<file path="config.mk">
export PLATFORM = sky130hd
export DESIGN_NAME = bus_tmo_dec
export DESIGN_NICKNAME = d
export VERILOG_FILES = /design/src/rtl/bus_tmo_pkg.sv /design/src/rtl/bus_tmo_dur_reg.sv /design/src/rtl/bus_tmo_counter.sv /design/src/rtl/bus_tmo_err_mask.sv /design/src/rtl/bus_tmo_dec.sv
export SDC_FILE = /design/constraint.sdc
export NUM_CORES = 1
export LEC_CHECK = 0
export BUFFER_PORTS_ARGS = -buffer_cell sky130_fd_sc_hd__buf_4
export CAP_MARGIN = 10
export CORE_MARGIN = 2
export CORE_UTILIZATION = 45
export DETAILED_ROUTE_END_ITERATION = 8
export RECOVER_POWER = 100
export SETUP_SLACK_MARGIN = 0.05
export SLEW_MARGIN = 25
export SYNTH_ARGS = -nofsm -noshare
export SYNTH_HDL_FRONTEND = slang
export SYNTH_SLANG_ARGS = --single-unit
export TNS_END_PERCENT = 10
</file>
<file path="constraint.sdc">
create_clock -name clk_i -period 4.95 [get_ports clk_i]
set_clock_uncertainty 0.1 [all_clocks]
set_input_delay 0.495 -clock clk_i [delete_from_list [all_inputs] [get_ports clk_i]]
set_output_delay 0.495 -clock clk_i [all_outputs]
set_load 0.05 [all_outputs]
</file>
<file path="src/rtl/bus_tmo_pkg.sv">
package bus_tmo_pkg;
  parameter int CNT_W    = 24;
  parameter int DUR_W    = 8;
  parameter int LOW_SEED = 128;
endpackage

</file>
<file path="src/rtl/bus_tmo_dur_reg.sv">
module bus_tmo_dur_reg #(
  parameter int DUR_W = bus_tmo_pkg::DUR_W
) (
  input  logic             clk_i,
  input  logic             rst_ni,
  input  logic             wr_en_i,
  input  logic [DUR_W-1:0] wr_data_i,
  output logic [DUR_W-1:0] dur_o
);
  always_ff @(posedge clk_i or negedge rst_ni) begin
    if (!rst_ni)      dur_o <= '0;
    else if (wr_en_i) dur_o <= wr_data_i;
  end

  a_r8_write_lands: assert property (@(posedge clk_i) disable iff (!rst_ni)
    wr_en_i |=> dur_o == $past(wr_data_i));
endmodule

</file>
<file path="src/rtl/bus_tmo_counter.sv">
module bus_tmo_counter #(
  parameter int CNT_W    = bus_tmo_pkg::CNT_W,
  parameter int DUR_W    = bus_tmo_pkg::DUR_W,
  parameter int LOW_SEED = bus_tmo_pkg::LOW_SEED
) (
  input  logic             clk_i,
  input  logic             rst_ni,
  input  logic             start_i,
  input  logic             stop_i,
  input  logic [DUR_W-1:0] dur_i,
  output logic             busy_o,
  output logic             expire_o,
  output logic [DUR_W-1:0] cnt_hi_o
);
  localparam int LOW_W = CNT_W - DUR_W;
  localparam logic [LOW_W-1:0] SEED = LOW_W'(LOW_SEED);
  localparam logic [CNT_W-1:0] ONE  = CNT_W'(1);

  logic [CNT_W-1:0] cnt_q;
  logic             run_q;
  logic             exp_q;

  always_ff @(posedge clk_i or negedge rst_ni) begin
    if (!rst_ni) begin
      cnt_q <= '0;
      run_q <= 1'b0;
      exp_q <= 1'b0;
    end else begin
      exp_q <= 1'b0;
      if (start_i) begin
        cnt_q <= {dur_i, SEED};
        run_q <= 1'b1;
      end else if (stop_i) begin
        cnt_q <= '0;
        run_q <= 1'b0;
      end else if (run_q) begin
        cnt_q <= cnt_q - ONE;
        if (cnt_q == ONE) begin
          run_q <= 1'b0;
          exp_q <= 1'b1;
        end
      end
    end
  end

  assign busy_o   = run_q;
  assign expire_o = exp_q;
  assign cnt_hi_o = cnt_q[CNT_W-1 -: DUR_W];

  a_r2_load: assert property (@(posedge clk_i) disable iff (!rst_ni)
    start_i |=> busy_o && cnt_q[CNT_W-1 -: DUR_W] == $past(dur_i)
                && cnt_q[LOW_W-1:0] == SEED);
  a_r3_step: assert property (@(posedge clk_i) disable iff (!rst_ni)
    run_q && !start_i && !stop_i |=> cnt_q == $past(cnt_q) - ONE);
  a_r4_one_cycle: assert property (@(posedge clk_i) disable iff (!rst_ni)
    expire_o |=> !expire_o);
  a_r4_idle_zero: assert property (@(posedge clk_i) disable iff (!rst_ni)
    expire_o |-> cnt_q == '0 && !busy_o);
  a_r6_restart_quiet: assert property (@(posedge clk_i) disable iff (!rst_ni)
    start_i |=> !expire_o);
  a_r7_stop_quiet: assert property (@(posedge clk_i) disable iff (!rst_ni)
    stop_i && !start_i |=> !busy_o && !expire_o);
endmodule

</file>
<file path="src/rtl/bus_tmo_err_mask.sv">
module bus_tmo_err_mask (
  input  logic clk_i,
  input  logic rst_ni,
  input  logic start_i,
  input  logic nonlocal_i,
  input  logic diag_mode_i,
  input  logic expire_i,
  output logic err_o
);
  logic nonlocal_q;

  always_ff @(posedge clk_i or negedge rst_ni) begin
    if (!rst_ni)      nonlocal_q <= 1'b0;
    else if (start_i) nonlocal_q <= nonlocal_i;
  end

  // diagnostic mode only hides timeouts of non-local accesses
  assign err_o = expire_i && !(diag_mode_i && nonlocal_q);

  a_r9_err_needs_expire: assert property (@(posedge clk_i) disable iff (!rst_ni)
    err_o |-> expire_i);
  a_r9_local_unmasked: assert property (@(posedge clk_i) disable iff (!rst_ni)
    expire_i && !diag_mode_i |-> err_o);
endmodule

</file>
<file path="src/rtl/bus_tmo_dec.sv">
module bus_tmo_dec #(
  parameter int CNT_W    = bus_tmo_pkg::CNT_W,
  parameter int DUR_W    = bus_tmo_pkg::DUR_W,
  parameter int LOW_SEED = bus_tmo_pkg::LOW_SEED
) (
  input  logic             clk_i,
  input  logic             rst_ni,
  input  logic             start_i,
  input  logic             stop_i,
  input  logic             nonlocal_i,
  input  logic             diag_mode_i,
  input  logic             wr_en_i,
  input  logic [DUR_W-1:0] wr_data_i,
  output logic [DUR_W-1:0] rd_data_o,
  output logic             busy_o,
  output logic             expire_o,
  output logic             tmo_err_o
);
  logic [DUR_W-1:0] dur;
  logic [DUR_W-1:0] cnt_hi;

  bus_tmo_dur_reg #(.DUR_W(DUR_W)) u_dur (
    .clk_i(clk_i), .rst_ni(rst_ni), .wr_en_i(wr_en_i),
    .wr_data_i(wr_data_i), .dur_o(dur)
  );

  bus_tmo_counter #(.CNT_W(CNT_W), .DUR_W(DUR_W), .LOW_SEED(LOW_SEED)) u_cnt (
    .clk_i(clk_i), .rst_ni(rst_ni), .start_i(start_i), .stop_i(stop_i),
    .dur_i(dur), .busy_o(busy_o), .expire_o(expire_o), .cnt_hi_o(cnt_hi)
  );

  bus_tmo_err_mask u_err (
    .clk_i(clk_i), .rst_ni(rst_ni), .start_i(start_i), .nonlocal_i(nonlocal_i),
    .diag_mode_i(diag_mode_i), .expire_i(expire_o), .err_o(tmo_err_o)
  );

  assign rd_data_o = busy_o ? cnt_hi : dur;

  a_r5_idle_read: assert property (@(posedge clk_i) disable iff (!rst_ni)
    wr_en_i && !start_i && !busy_o |=> !busy_o |-> rd_data_o == $past(wr_data_i));
endmodule

</file>
# After elaboration in Yosys (flattened, before gate mapping)
# Index checks and enable logic that the tools add are counted.
word_totals:
  output_inout_bits: 11
  reg_bits: 35
  in_bits: 15
  word_cells: 23
op_classes:
  n_addsub: 1
  n_eq_ne: 1
  n_mux: 12
  n_reduce_logical: 4
op_table:
  columns: ["cell", "n"]
  rows:
  - ["$mux 24", 3]
  - ["$eq 24x1->1 const B", 1]
  - ["$sub 24x1->24 const B", 1]
  - ["$mux 1", 8]
  - ["$mux 8", 1]
  - ["$reduce_bool 3->1", 1]
  - ["$logic_and 1x1->1", 2]
  - ["$logic_not 1->1", 1]

# Longest topological paths before layout
# Gate-level depths: netlist (run 1).
logic_depth:
  ltp_word: 5
  ltp_mapped: 7
  depth_no_buf: 6

# Cells and area by module
# From an unflattened synthesis (run 1), not the netlist that was laid out.
unflattened:
  hier_cells: 191
  area_unflattened_um2: 2010.7
by_module_without_submodules:
  columns: ["module", "area_per_inst_um2", "n_inst", "cells_per_inst", "seq_area_each_um2"]
  rows:
  - ["bus_tmo_counter", 1500.2, 1, 162, 650.6]
  - ["bus_tmo_dur_reg", 331.6, 1, 17, 200.2]
  - ["bus_tmo_dec", 131.4, 1, 9, 0.0]
  - ["bus_tmo_err_mask", 47.5, 1, 3, 25.0]

# Worst setup path after synthesis (run 1)
# No wires, ideal clock.
synth_path:
  path_kind: "register to output"
  startpoint: "register u_cnt.run_q, in the netlist u_cnt.busy_o"
  endpoint: "output port rd_data_o[7]"
  stages_incl_launch_ff: 4
  path_buffers: 2
  t_arrival_ns: 2.115
  required_time_ns: 4.355
  slack_ns: 2.240
  cell_sequence: "dfrtp_1 -> clkbuf_1 -> clkbuf_1 -> o21ai_0"
synth_via:
  elab_chain_len: 1
synth_rtl:
  columns: ["item", "line", "source"]
  rows:
  - ["start: declaration", "bus_tmo_counter.sv:20", "logic run_q;"]
  - ["start signal: assignment", "bus_tmo_counter.sv:26", "run_q <= 1'b0;"]
  - ["start signal: assignment", "bus_tmo_counter.sv:32", "run_q <= 1'b1;"]
  - ["start signal: assignment", "bus_tmo_counter.sv:35", "run_q <= 1'b0;"]
  - ["$mux 8", "bus_tmo_dec.sv:37", "assign rd_data_o = busy_o ? cnt_hi : dur;"]
  - ["end: declaration", "bus_tmo_dec.sv:14", "output logic [DUR_W-1:0] rd_data_o,"]
# Every way passes these cells.

# Worst setup path after layout (run 1)
layout_path:
  startpoint: "register u_cnt.run_q, in the netlist u_cnt.busy_o"
  endpoint: "register u_cnt.cnt_q[18]"
layout_via:
  elab_chain_len: 1
layout_rtl:
  columns: ["item", "line", "source"]
  rows:
  - ["$reduce_bool 3->1 (no source line)", null, null]
  - ["end signal: assignment", "bus_tmo_counter.sv:31", "cnt_q <= {dur_i, SEED};"]
  - ["end signal: assignment", "bus_tmo_counter.sv:37", "cnt_q <= cnt_q - ONE;"]
  - ["end: declaration", "bus_tmo_counter.sv:19", "logic [CNT_W-1:0] cnt_q;"]
# Every way passes these cells.
# A chain may end at the register's enable or synchronous reset.

==> results of run 1 <==
[final timing paths]
path	startpoint	to	slack, ns	depth (start not counted)
max in group asynchronous	rst_ni	u_cnt.cnt_q[1]$_DFFE_PN0P_	3.04	1
worst min-delay path	wr_data_i[3]	u_dur.dur_o[3]$_DFFE_PN0P_	0.33	3
worst max register to register	u_cnt.busy_o$_DFF_PN0_	u_cnt.cnt_q[18]$_DFFE_PN0P_	1.71	4
min in group asynchronous	rst_ni	u_cnt.cnt_q[8]$_DFFE_PN0P_	0.63	1
worst max-delay path	u_cnt.busy_o$_DFF_PN0_	u_cnt.cnt_q[18]$_DFFE_PN0P_	1.71	4
worst min register to register	u_err.nonlocal_q$_DFFE_PN0P_	u_err.nonlocal_q$_DFFE_PN0P_	0.41	1
[report_power, final]
part	leakage (uW)	switching, uW	internal, uW
clock	0.0000371	93.5	93.7
sequential	0.000451	33.1	310
combinational	0.000407	119	66.1
[layout make-up]
| cell class | count | area, sq um |
|---|---|---|
| multi-input cells | 144 | 951 |
| inverters | 4 | 15.0 |
| fillers | 389 | 1920 |
| clock buffers | 6 | 72.6 |
| flip-flops and latches | 35 | 876 |
| well taps | 50 | 62.6 |
| repair buffers | 25 | 135 |
[through the flow]
stage	std cells	area, sq um	hold WS [ns]
5_1_grt	264	2110	0.328
3_3_place_gp	258	2100	0.374
3_5_place_dp	258	2100	0.382
2_1_floorplan	192	1880	0.0994
4_1_cts	264	2170	0.0726
6_report	264	2110	0.328
[placed cells by master, fill, tap and decap left out, types with 5 or more instances in the layout]
master / instances
sky130_fd_sc_hd__o21ai_0: 7
sky130_fd_sc_hd__nand3_1: 5
sky130_fd_sc_hd__nand2_1: 19
sky130_fd_sc_hd__nand4_1: 5
sky130_fd_sc_hd__clkbuf_8: 5
sky130_fd_sc_hd__or4_1: 6
sky130_fd_sc_hd__clkbuf_1: 15
sky130_fd_sc_hd__xor2_1: 10
sky130_fd_sc_hd__nor3_1: 6
sky130_fd_sc_hd__nor2_1: 23
sky130_fd_sc_hd__buf_4: 11
sky130_fd_sc_hd__a21oi_1: 8
sky130_fd_sc_hd__dfrtp_1: 35
sky130_fd_sc_hd__mux2_2: 13
[registers in the layout, summed over array words and instances (netlist names)]
register          cells
u_cnt.cnt_q          24
u_dur.dur_o           8
u_cnt.busy_o          1
u_cnt.expire_o        1
u_err.nonlocal_q      1
[critical path, cell delays in order (launching register included)]
cell and delay (ns):
sky130_fd_sc_hd__dfrtp_1 0.93, sky130_fd_sc_hd__nor4bb_1 0.93, sky130_fd_sc_hd__nand4_1 0.47, sky130_fd_sc_hd__o311a_1 0.42, sky130_fd_sc_hd__a221o_1 0.26
[synthesized netlist by cell type, drive strengths merged]
master	instances	share of area
a211oi	2	0.0080
a21boi	1	0.0040
a21oi	8	0.021
a221o	1	0.0053
a22oi	1	0.0040
and3	1	0.0033
buf	2	0.0046
clkbuf	7	0.014
dfrtp	35	0.46
ha	2	0.013
inv	4	0.0080
mux2	13	0.078
nand2	19	0.038
nand2b	1	0.0033
nand3	5	0.013
nand3b	2	0.0080
nand4	5	0.017
nor2	23	0.046
nor3	6	0.016
nor3b	1	0.0040
nor4	5	0.028
nor4b	1	0.0046
nor4bb	1	0.0053
o211ai	1	0.0040
o21ai	7	0.019
o21bai	2	0.0080
o311a	1	0.0053
o311ai	1	0.0046
o31a	2	0.0093
o31ai	4	0.016
o41a	1	0.0060
o41ai	2	0.0093
or2	2	0.0066
or3	4	0.013
or4	6	0.028
xnor2	3	0.014
xor2	10	0.046
[layer usage]
layer  vias to the layer above  track usage  part of all wire
li1                        741            -                 -
met1                       777        0.241              0.43
met2                        37        0.376              0.53
met3                         2       0.0568             0.042
met4                         0       0.0686            0.0040
met5                         -            0                 0
[cells by family (layout without fill, tap and decap cells)]
group,after synthesis,in the layout,synth area share
fa+ha+maj,2,2,0.0133
mux,13,13,0.0777
flops,35,35,0.465
xor+xnor,13,13,0.0604
simple gates,82,82,0.234
buf+inv,13,35,0.0266
compound gates,34,34,0.124
==> Implementation_results.wiki, run 1 <==
{| class="wikitable"
! Metric !! Value
|-
| Area of the placeable core || about 4000 sq um
|-
| Number of ports placed on the die boundary || 26
|-
| Via count of the first global-routing pass || 1572
|-
| Die width || 68.7 um
|-
| Max-capacitance violation count || 1
|-
| RSZ-0062 raised after global routing || false
|-
| Final WS setup || about 1.7 ns
|-
| Sort of element at the end of the critical path || flip-flop
|-
| Buffers from clock root to sink, at most || 2
|-
| Post-Synthesis Mean Instance Area || just under 10 sq um
|-
| Least-Margin Pin Slew || 1.89 ns
|-
| Worst vdd ir || around 150 uV
|-
| Synthesis warning total || 0
|-
| Run status || complete, but fails checks
|-
| Final total power || 715 uW
|-
| Unique masters post-synth || between 40 and 50
|-
| Worst slew margin relative to its limit || -0.258
|-
| Dpl ws || 1.78 ns
|-
| Die extent in y || 68.7 um
|-
| Placed wire-length estimate after detailed placement || about 3.0 mm
|-
| First-pass GRT wire length || 7.22 mm
|-
| Clock root cell || sky130_fd_sc_hd__clkbuf_8
|-
| Iteration-0 DRC count of the detailed router || 76
|-
| DR DRC count || 0
|-
| Cell row count || 23
|-
| Final design utilization || 0.524
|-
| Total count of hold-check failures in the final report || 0
|-
| Drt wl/cell || approximately 16 um
|-
| Data required time at the worst endpoint || ~5.0 ns
|-
| Setup TNS || 0 ns
|-
| Number of antenna violations at the first check in global routing || 0
|-
| Pin count of the biggest net entering global routing || 36
|-
| Hold crit path type || in -> reg
|-
| TritonCTS Sinks || 35
|-
| FF+latch count, synth || 35
|-
| Number of clock buffers inserted by TritonCTS || 5
|-
| Overall Global Routing Usage || 0.210
|-
| Net count of the finished layout || approximately 230
|-
| Antenna cell count || 0
|-
| CTS clk-pin slew, worst paths || ~0.070 ns
|-
| Crit-path max FO || 27
|-
| Layout overhead on the synthesized area || 12.1%
|-
| Number of standard cells after synthesis || 192
|-
| Final global-route overflow total || 0
|-
| Antenna viol nets, final || 0
|-
| Highest clock rate || 0.309 GHz
|-
| Starting density of the core || 0.468
|-
| Skew-Pair Late Insertion Delay || 0.28 ns
|-
| Pwr/cell area || between 300 and 400 nW/um^2
|-
| Final estimated routing congestion in global placement || between 0.8 and 0.9
|-
| Clock tree from TritonCTS || yes
|-
| Number of buffers inserted to repair setup after CTS || 0
|-
| Pins Over Slew Limit || 36
|-
| Quantity of I/O buffers inserted on ports || 25
|-
| Net count of the mapped netlist || between 200 and 250
|-
| Hold-fix buffer count after cts || 0
|-
| Total detailed-routing wirelength || ~4.3 mm
|-
| Tmin final || around 3.2 ns
|-
| Via Count || roughly 1600
|-
| Fraction of final layout cells with drive strength greater than 1 || 0.150
|-
| Final setup violation count || 0
|-
| Die footprint || 4720 sq um
|-
| Post-cts resize count || 0
|-
| Via density || 5.90
|-
| Period Utilization, post-route || 0.654
|-
| Violated checks || capacitance limit, slew limit
|-
| Leakage component of the power || just under 0.0009 uW
|-
| Arrival time of data at the critical path endpoint || between 3 and 4 ns
|-
| Setup CP Type || reg -> reg
|-
| Part of the Yosys area used for sequential elements || 0.465
|-
| Depth of the CTS H-tree || 2
|-
| Synthesized cell area || ~1900 sq um
|-
| Detailed-routing iteration count for the pre-antenna-repair pass || 4
|-
| Type of origin of the critical path || flip-flop
|}
Note: power is estimated with default switching activity, not from simulation.
==> run 2, diff against run 1 <==
PLACE_DENSITY = 0.67   (was default)
clock period = 2.9 ns   (was 4.95 ns; I/O delays follow)
==> run 2 against run 1 <==
The flow now finishes without violations. Core utilization increased by 1.0 points. Sequential share of layout area decreased by 0.80 points. Worst setup slack lost 1.1 ns. Count of clock-buffer cells in the layout is 1 higher. Highest routed layer unchanged.
==> Implementation_results.wiki, run 2 (synthesized netlist as in run 1, its figures left out) <==
{| class="wikitable"
! Metric !! Value
|-
| Run status || finished, final reports clean
|-
| Fraction of final layout cells with drive strength greater than 1 || 0.174 (+0.0240)
|-
| Gate family responsible for the most delay along the worst path || simple AND/OR/NAND/NOR gates
|-
| Hold wc startpoint || wr_data_i[7]
|-
| Iteration-0 DRC count of the detailed router || 153 (+100%)
|-
| Least-Margin Pin Slew || 0.607 ns (-1.28 ns)
|-
| Final global-route overflow total || 0 (unchanged)
|-
| Final design utilization || 0.534 (+0.0102)
|-
| Type of origin of the critical path || flip-flop
|-
| Overall Global Routing Usage || 0.210 (about the same)
|-
| Die extent in y || 68.7 um (unchanged)
|-
| DR DRC count || 0 (unchanged)
|-
| Max FFs per register || 24 (unchanged)
|-
| Pin count of the biggest net entering global routing || 36 (unchanged)
|-
| Crit-path max FO || 7 (-74%)
|-
| Via count of the first global-routing pass || 1572 (unchanged)
|-
| Arrival time of data at the critical path endpoint || 2.32 ns (-0.98 ns)
|-
| Area of the placeable core || 4030 sq um (unchanged)
|-
| Worst slew margin relative to its limit || 0.597 (+0.854)
|-
| Starting density of the core || 0.468 (unchanged)
|-
| TritonCTS Sinks || 35 (unchanged)
|-
| Data required time at the worst endpoint || 2.98 ns (-2.03 ns)
|-
| Setup TNS || 0 ns (unchanged)
|-
| Number of clock buffers inserted by TritonCTS || 5 (unchanged)
|-
| Reg-to-Reg End || u_cnt.cnt_q[18]$_DFFE_PN0P_
|-
| Via Count || 1542 (-0.96%)
|-
| Worst Hold Path Cells || 3 (unchanged)
|-
| Pwr/cell area || 578 nW/um^2 (+71%)
|-
| Number of buffers inserted to repair setup after CTS || 0 (unchanged)
|-
| Most used cells in the layout excluding fill and tap cells || sky130_fd_sc_hd__dfrtp_1 (35), sky130_fd_sc_hd__nor2_1 (23), sky130_fd_sc_hd__nand2_1 (19)
|-
| Final WS setup || 0.663 ns (-1.05 ns)
|-
| Sort of element at the end of the critical path || flip-flop
|-
| Period Utilization, post-route || 0.771 (+0.118)
|-
| WP buf/inv || 1 (+1)
|-
| Reg2reg setup slack || 0.66 ns (-1.05 ns)
|-
| Highest cell delay on the worst timing path || 0.45 ns (-0.48 ns)
|-
| Total count of hold-check failures in the final report || 0 (unchanged)
|-
| Via density || 5.73 (-2.8%)
|-
| Leakage component of the power || 0.000922 uW (+3.0%)
|-
| Dpl ws || 0.661 ns (-1.12 ns)
|-
| Hold path endpoint || u_dur.dur_o[7]$_DFFE_PN0P_
|-
| Detailed-routing iteration count for the pre-antenna-repair pass || 4 (unchanged)
|-
| Setup CP Type || reg -> reg
|-
| Tmin final || 2.24 ns (-0.999 ns)
|-
| Net count of the finished layout || 235 (+1.3%)
|-
| RSZ-0062 raised after global routing || false
|-
| Depth of the CTS H-tree || 2 (unchanged)
|-
| Drt wl/cell || 15.2 um (-6.4%)
|-
| CTS clk-pin slew, worst paths || 0.07 ns (about the same)
|-
| Highest clock rate || 0.447 GHz (+45%)
|-
| Source of the worst register-to-register timing path || u_cnt.cnt_q[0]$_DFFE_PN0P_
|-
| Final estimated routing congestion in global placement || 0.919 (+11%)
|-
| Top register by number of flip-flops || u_cnt.cnt_q
|-
| Antenna cell count || 0 (unchanged)
|-
| Antenna viol nets, final || 0 (unchanged)
|-
| Max-capacitance violation count || 0 (-1)
|-
| Cell chain of the critical path || inv_1 > ha_1 > nor4bb_1 > nand4_1 > o311a_1 > a221o_1
|-
| Pins Over Slew Limit || 0 (-100%)
|-
| Placed wire-length estimate after detailed placement || 2.88 mm (-4.0%)
|-
| Skew-Pair Late Insertion Delay || 0.29 ns (about the same)
|-
| Clock root cell || sky130_fd_sc_hd__clkbuf_8
|-
| Final setup violation count || 0 (unchanged)
|-
| Total detailed-routing wirelength || 4.10 mm (-4.6%)
|-
| Cell row count || 23 (unchanged)
|-
| Worst vdd ir || 344 uV (+130%)
|-
| Layout overhead on the synthesized area || 14.3%
|-
| Clock tree from TritonCTS || yes
|-
| First-pass GRT wire length || 7.23 mm (about the same)
|-
| Largest registers ranked by flip-flop count || u_cnt.cnt_q: 24 flops, u_dur.dur_o: 8 flops
|-
| Cell with the biggest individual delay on the critical path || sky130_fd_sc_hd__dfrtp_1
|-
| Buffers from clock root to sink, at most || 2 (unchanged)
|-
| R2R depth || 6 (+2)
|-
| Quantity of I/O buffers inserted on ports || 25 (unchanged)
|-
| Hold-fix buffer count after cts || 1 (+1)
|-
| Commonest non-fill, non-tap cell in the layout || sky130_fd_sc_hd__dfrtp_1
|-
| Post-cts resize count || 0 (unchanged)
|-
| Hold crit path type || in -> reg
|-
| Number of antenna violations at the first check in global routing || 0 (unchanged)
|-
| Die footprint || 4720 sq um (unchanged)
|-
| Die width || 68.7 um (unchanged)
|-
| Number of ports placed on the die boundary || 26 (unchanged)
|}
## run 2: cell types whose count changed in the layout (fill, tap and decap cells not counted), sizes merged
cell / delta
buf: +4
clkbuf: -1
clkinv: +1
dlygate4sd3: +1
## run 2: worst reg2reg max path: cells and delay by family (launching register included)
| family | cells | cell delay (ns) |
|---|---|---|
| simple gates | 2 | 0.69 |
| compound gates | 2 | 0.64 |
| flops | 1 | 0.45 |
| fa+ha+maj | 1 | 0.16 |
| buf+inv | 1 | 0.09 |
## run 2: metal layers
metal	GRT usage	wire length [um]
met5	0	0
met4	0.0711	33
met3	0.0584	228
met2	0.332	2020
met1	0.277	1820
## run 2: final cells by class
type / instances / area (sq um)
fillers: 387 / 1880
multi-input cells: 144 / 951
flip-flops and latches: 35 / 876
repair buffers: 28 / 168
clock buffers: 7 / 76.3
well taps: 50 / 62.6
inverters: 4 / 15.0
clock inverters: 1 / 5.00
## run 2: worst max-delay path by stage
stage / cells past startpoint / endpoint / startpoint / slack [ns]
finish: 6 / u_cnt.cnt_q[18]$_DFFE_PN0P_ / u_cnt.cnt_q[0]$_DFFE_PN0P_ / 0.66
global placement: 6 / u_cnt.cnt_q[18]$_DFFE_PN0P_ / u_cnt.cnt_q[0]$_DFFE_PN0P_ / 0.75
detailed placement: 6 / u_cnt.cnt_q[18]$_DFFE_PN0P_ / u_cnt.cnt_q[0]$_DFFE_PN0P_ / 0.66
global route: 6 / u_cnt.cnt_q[18]$_DFFE_PN0P_ / u_cnt.cnt_q[1]$_DFFE_PN0P_ / 0.51
CTS: 6 / u_cnt.cnt_q[18]$_DFFE_PN0P_ / u_cnt.cnt_q[0]$_DFFE_PN0P_ / 0.66
floorplan: 3 / rd_data_o[7] / u_cnt.busy_o$_DFF_PN0_ / 0.40
## run 2: report_power, final
| group | switching [uW] | internal, uW | total, uW |
|---|---|---|---|
| registers | 48.7 | 528 | 577 |
| clock network | 174 | 168 | 342 |
| logic | 207 | 118 | 325 |
| total | 430 | 814 | 1240 |
## run 2: per-stage QoR
stage | power (uW) | instance area (sq um) | hold WS [ns] | std cells
after floorplan | 828 | 1880 | -0.106 | 192
after global placement | 924 | 2110 | 0.166 | 260
after detailed placement | 931 | 2110 | 0.174 | 260
after CTS | 1280 | 2210 | 0.0931 | 269
after global routing | 1330 | 2150 | 0.110 | 269
final | 1240 | 2150 | 0.0975 | 269
==> run 3, diff against run 2 <==
PLACE_DENSITY = default   (was 0.67)
clock period = 2.2 ns   (was 2.9 ns; I/O delays follow)
==> run 3 against run 2 <==
Maximum frequency rose by 5.1%. Wire length rose by 6.0%. Die area stayed put. Cell count is 4.5% higher. Combinational power increased by 52%. Sequential power rose by 30%. Register-to-register slack got worse by 0.59 ns. Non-clock buffer count grew 13. First-iteration DRC count down 54%. Core utilization rose by 2.7 points. Largest cell class unchanged. Count of clock-buffer cells in the layout shrank 1.
==> Implementation_results.wiki, run 3 (synthesized netlist as in run 1, its figures left out) <==
{| class="wikitable"
! Metric !! Value
|-
| Type of origin of the critical path || flip-flop
|-
| DR DRC count || 0 (unchanged)
|-
| Die extent in y || 68.7 um (unchanged)
|-
| Quantity of I/O buffers inserted on ports || 25 (unchanged)
|-
| Worst slew margin relative to its limit || 0.405 (-0.192)
|-
| Commonest non-fill, non-tap cell in the layout || sky130_fd_sc_hd__dfrtp_1
|-
| Most used cells in the layout excluding fill and tap cells || sky130_fd_sc_hd__dfrtp_1 (35), sky130_fd_sc_hd__buf_4 (25), sky130_fd_sc_hd__nor2_1 (23)
|-
| Detailed-routing iteration count for the pre-antenna-repair pass || 4 (unchanged)
|-
| Worst vdd ir || 340 uV (-1.2%)
|-
| Via count of the first global-routing pass || 1551 (-1.3%)
|-
| Clock tree from TritonCTS || yes
|-
| Largest registers ranked by flip-flop count || u_cnt.cnt_q: 24 flops, u_dur.dur_o: 8 flops
|-
| Number of ports placed on the die boundary || 26 (unchanged)
|-
| Sort of element at the end of the critical path || flip-flop
|-
| Leakage component of the power || 0.00101 uW (+9.0%)
|-
| Post-cts resize count || 0 (unchanged)
|-
| Reg-to-Reg End || u_cnt.expire_o$_DFF_PN0_
|-
| Die footprint || 4720 sq um (unchanged)
|-
| Worst setup endpoint || u_cnt.expire_o$_DFF_PN0_
|-
| Source of the worst register-to-register timing path || u_cnt.cnt_q[18]$_DFFE_PN0P_
|-
| CTS clk-pin slew, worst paths || 0.07 ns (about the same)
|-
| GRT Max-Usage Layer || met2
|-
| Net count of the finished layout || 248 (+5.5%)
|-
| Buffers from clock root to sink, at most || 2 (unchanged)
|-
| Crit-path max FO || 5 (-2)
|-
| Sequential standard cell area || 876 sq um (unchanged)
|-
| First-pass GRT wire length || 7.16 mm (-0.95%)
|-
| Area of the placeable core || 4030 sq um (unchanged)
|-
| Overall Global Routing Usage || 0.203 (-0.00649)
|-
| Data required time at the worst endpoint || 2.32 ns (-0.66 ns)
|-
| Via Count || 1593 (+3.3%)
|-
| TritonCTS Sinks || 35 (unchanged)
|-
| Run status || finished, final reports clean
|-
| Pwr/cell area || 761 nW/um^2 (+32%)
|-
| Period Utilization, post-route || 0.968 (+0.196)
|-
| Reg2reg setup slack || 0.07 ns (-0.59 ns)
|-
| Total count of hold-check failures in the final report || 0 (unchanged)
|-
| Multi-input gate area in the final layout || 958 sq um (+0.79%)
|-
| Antenna viol nets, final || 0 (unchanged)
|-
| M1 GR Usage || 0.246 (-0.0313)
|-
| DP Cell Count || 271 (+4.2%)
|-
| Number of antenna violations at the first check in global routing || 0 (unchanged)
|-
| Met2 Resource Use GR || 0.357 (+0.0252)
|-
| Drt wl/cell || 15.5 um (+1.5%)
|-
| Top register by number of flip-flops || u_cnt.cnt_q
|-
| Setup TNS || 0 ns (unchanged)
|-
| Antenna cell count || 0 (unchanged)
|-
| Highest clock rate || 0.470 GHz (+5.1%)
|-
| Die width || 68.7 um (unchanged)
|-
| Final WS setup || 0.0715 ns (-0.592 ns)
|-
| Final setup violation count || 0 (unchanged)
|-
| Tmin final || 2.13 ns (-0.108 ns)
|-
| Cell row count || 23 (unchanged)
|-
| Via density || 5.67 (-1.1%)
|-
| Max FFs per register || 24 (unchanged)
|-
| Iteration-0 DRC count of the detailed router || 71 (-54%)
|-
| R2R depth || 4 (-2)
|-
| Hold crit path type || in -> reg
|-
| Pins Over Slew Limit || 0 (unchanged)
|-
| Filler cell count || 394 (+1.8%)
|-
| Setup CP Type || reg -> reg
|-
| Least-Margin Pin Slew || 0.892 ns (+0.285 ns)
|-
| Depth of the CTS H-tree || 2 (unchanged)
|-
| Pin count of the biggest net entering global routing || 36 (unchanged)
|-
| Skew-Pair Late Insertion Delay || 0.28 ns (about the same)
|-
| Met3 usage in global routing || 0.0357 (-0.0227)
|-
| Starting density of the core || 0.468 (unchanged)
|-
| Layout overhead on the synthesized area || 20.1%
|-
| Arrival time of data at the critical path endpoint || 2.25 ns (-0.07 ns)
|-
| Final global-route overflow total || 0 (unchanged)
|-
| Placed wire-length estimate after detailed placement || 3.11 mm (+8.0%)
|-
| Clock root cell || sky130_fd_sc_hd__clkbuf_8
|-
| Final design utilization || 0.562 (+0.0273)
|-
| Max-capacitance violation count || 0 (unchanged)
|-
| Total detailed-routing wirelength || 4.35 mm (+6.0%)
|-
| Fraction of final layout cells with drive strength greater than 1 || 0.251 (+0.0776)
|-
| Final total power || 1720 uW (+39%)
|-
| Number of clock buffers inserted by TritonCTS || 5 (unchanged)
|-
| Worst setup path startpoint || u_cnt.cnt_q[18]$_DFFE_PN0P_
|-
| Final estimated routing congestion in global placement || 0.858 (-6.6%)
|-
| RSZ-0062 raised after global routing || true
|-
| Dpl ws || 0.0865 ns (-0.575 ns)
|-
| Non-filler cells, final || 281 (+4.5%)
|}
## run 3: changes by cell type in the layout (fill, tap and decap cells not counted), sizes merged
| cell | previous run | this run |
|---|---|---|
| clkbuf | 19 | 21 |
| buf | 15 | 25 |
## run 3: final cells by class
cell class,count,area share
repair buffers,41,0.117
clock inverters,1,0.00221
multi-input cells,144,0.423
flip-flops and latches,35,0.387
inverters,4,0.00663
clock buffers,6,0.0365
well taps,50,0.0276
## run 3: where the power goes
group | switching, uW | leakage [uW] | internal, uW
Combinational | 295 | 0.000507 | 198
Sequential | 55.8 | 0.000451 | 696
Clock | 232 | 0.0000470 | 246
## run 3: how the worst min path moves through the flow
| stage | start | end | slack, ns | depth (start not counted) |
|---|---|---|---|---|
| 5_1_grt | stop_i | u_cnt.cnt_q[7]$_DFFE_PN0P_ | 0.06 | 2 |
| 3_3_place_gp | rst_ni | u_cnt.cnt_q[5]$_DFFE_PN0P_ | 0.11 | 1 |
| 2_1_floorplan | rst_ni | u_cnt.busy_o$_DFF_PN0_ | -0.18 | 0 |
| 3_5_place_dp | rst_ni | u_cnt.cnt_q[3]$_DFFE_PN0P_ | 0.11 | 1 |
| 6_report | wr_data_i[3] | u_dur.dur_o[3]$_DFFE_PN0P_ | 0.05 | 3 |
| 4_1_cts | wr_data_i[3] | u_dur.dur_o[3]$_DFFE_PN0P_ | 0.04 | 3 |
## run 3: timing repair
| item | CTS | global route |
|---|---|---|
| endpoints found under the hold margin | 35 | 0 |
| setup endpoints to repair | 0 | 2 |
| hold buffers | 1 | 0 |
| setup buffers | 0 | 2 |
## run 3: layer usage
layer  vias to the layer above  part of all wire
met2                        31              0.53
li1                        770                 -
met1                       788              0.43
met4                         0            0.0094
met5                         -                 0
met3                         4             0.029
## run 3: stage by stage
| step | hold WS, ns | area, sq um |
|---|---|---|
| floorplan | -0.176 | 1880 |
| global placement | 0.105 | 2200 |
| detailed placement | 0.108 | 2200 |
| CTS | 0.0416 | 2290 |
| global route | 0.0575 | 2260 |
| finish | 0.0474 | 2260 |
## run 3: worst max-delay path, cell delays in order (launching register included)
cell	delay [ns]
sky130_fd_sc_hd__dfrtp_1	0.42
sky130_fd_sc_hd__or4_4	0.55
sky130_fd_sc_hd__or4_4	0.44
sky130_fd_sc_hd__nor4_1	0.34
sky130_fd_sc_hd__and3_1	0.21
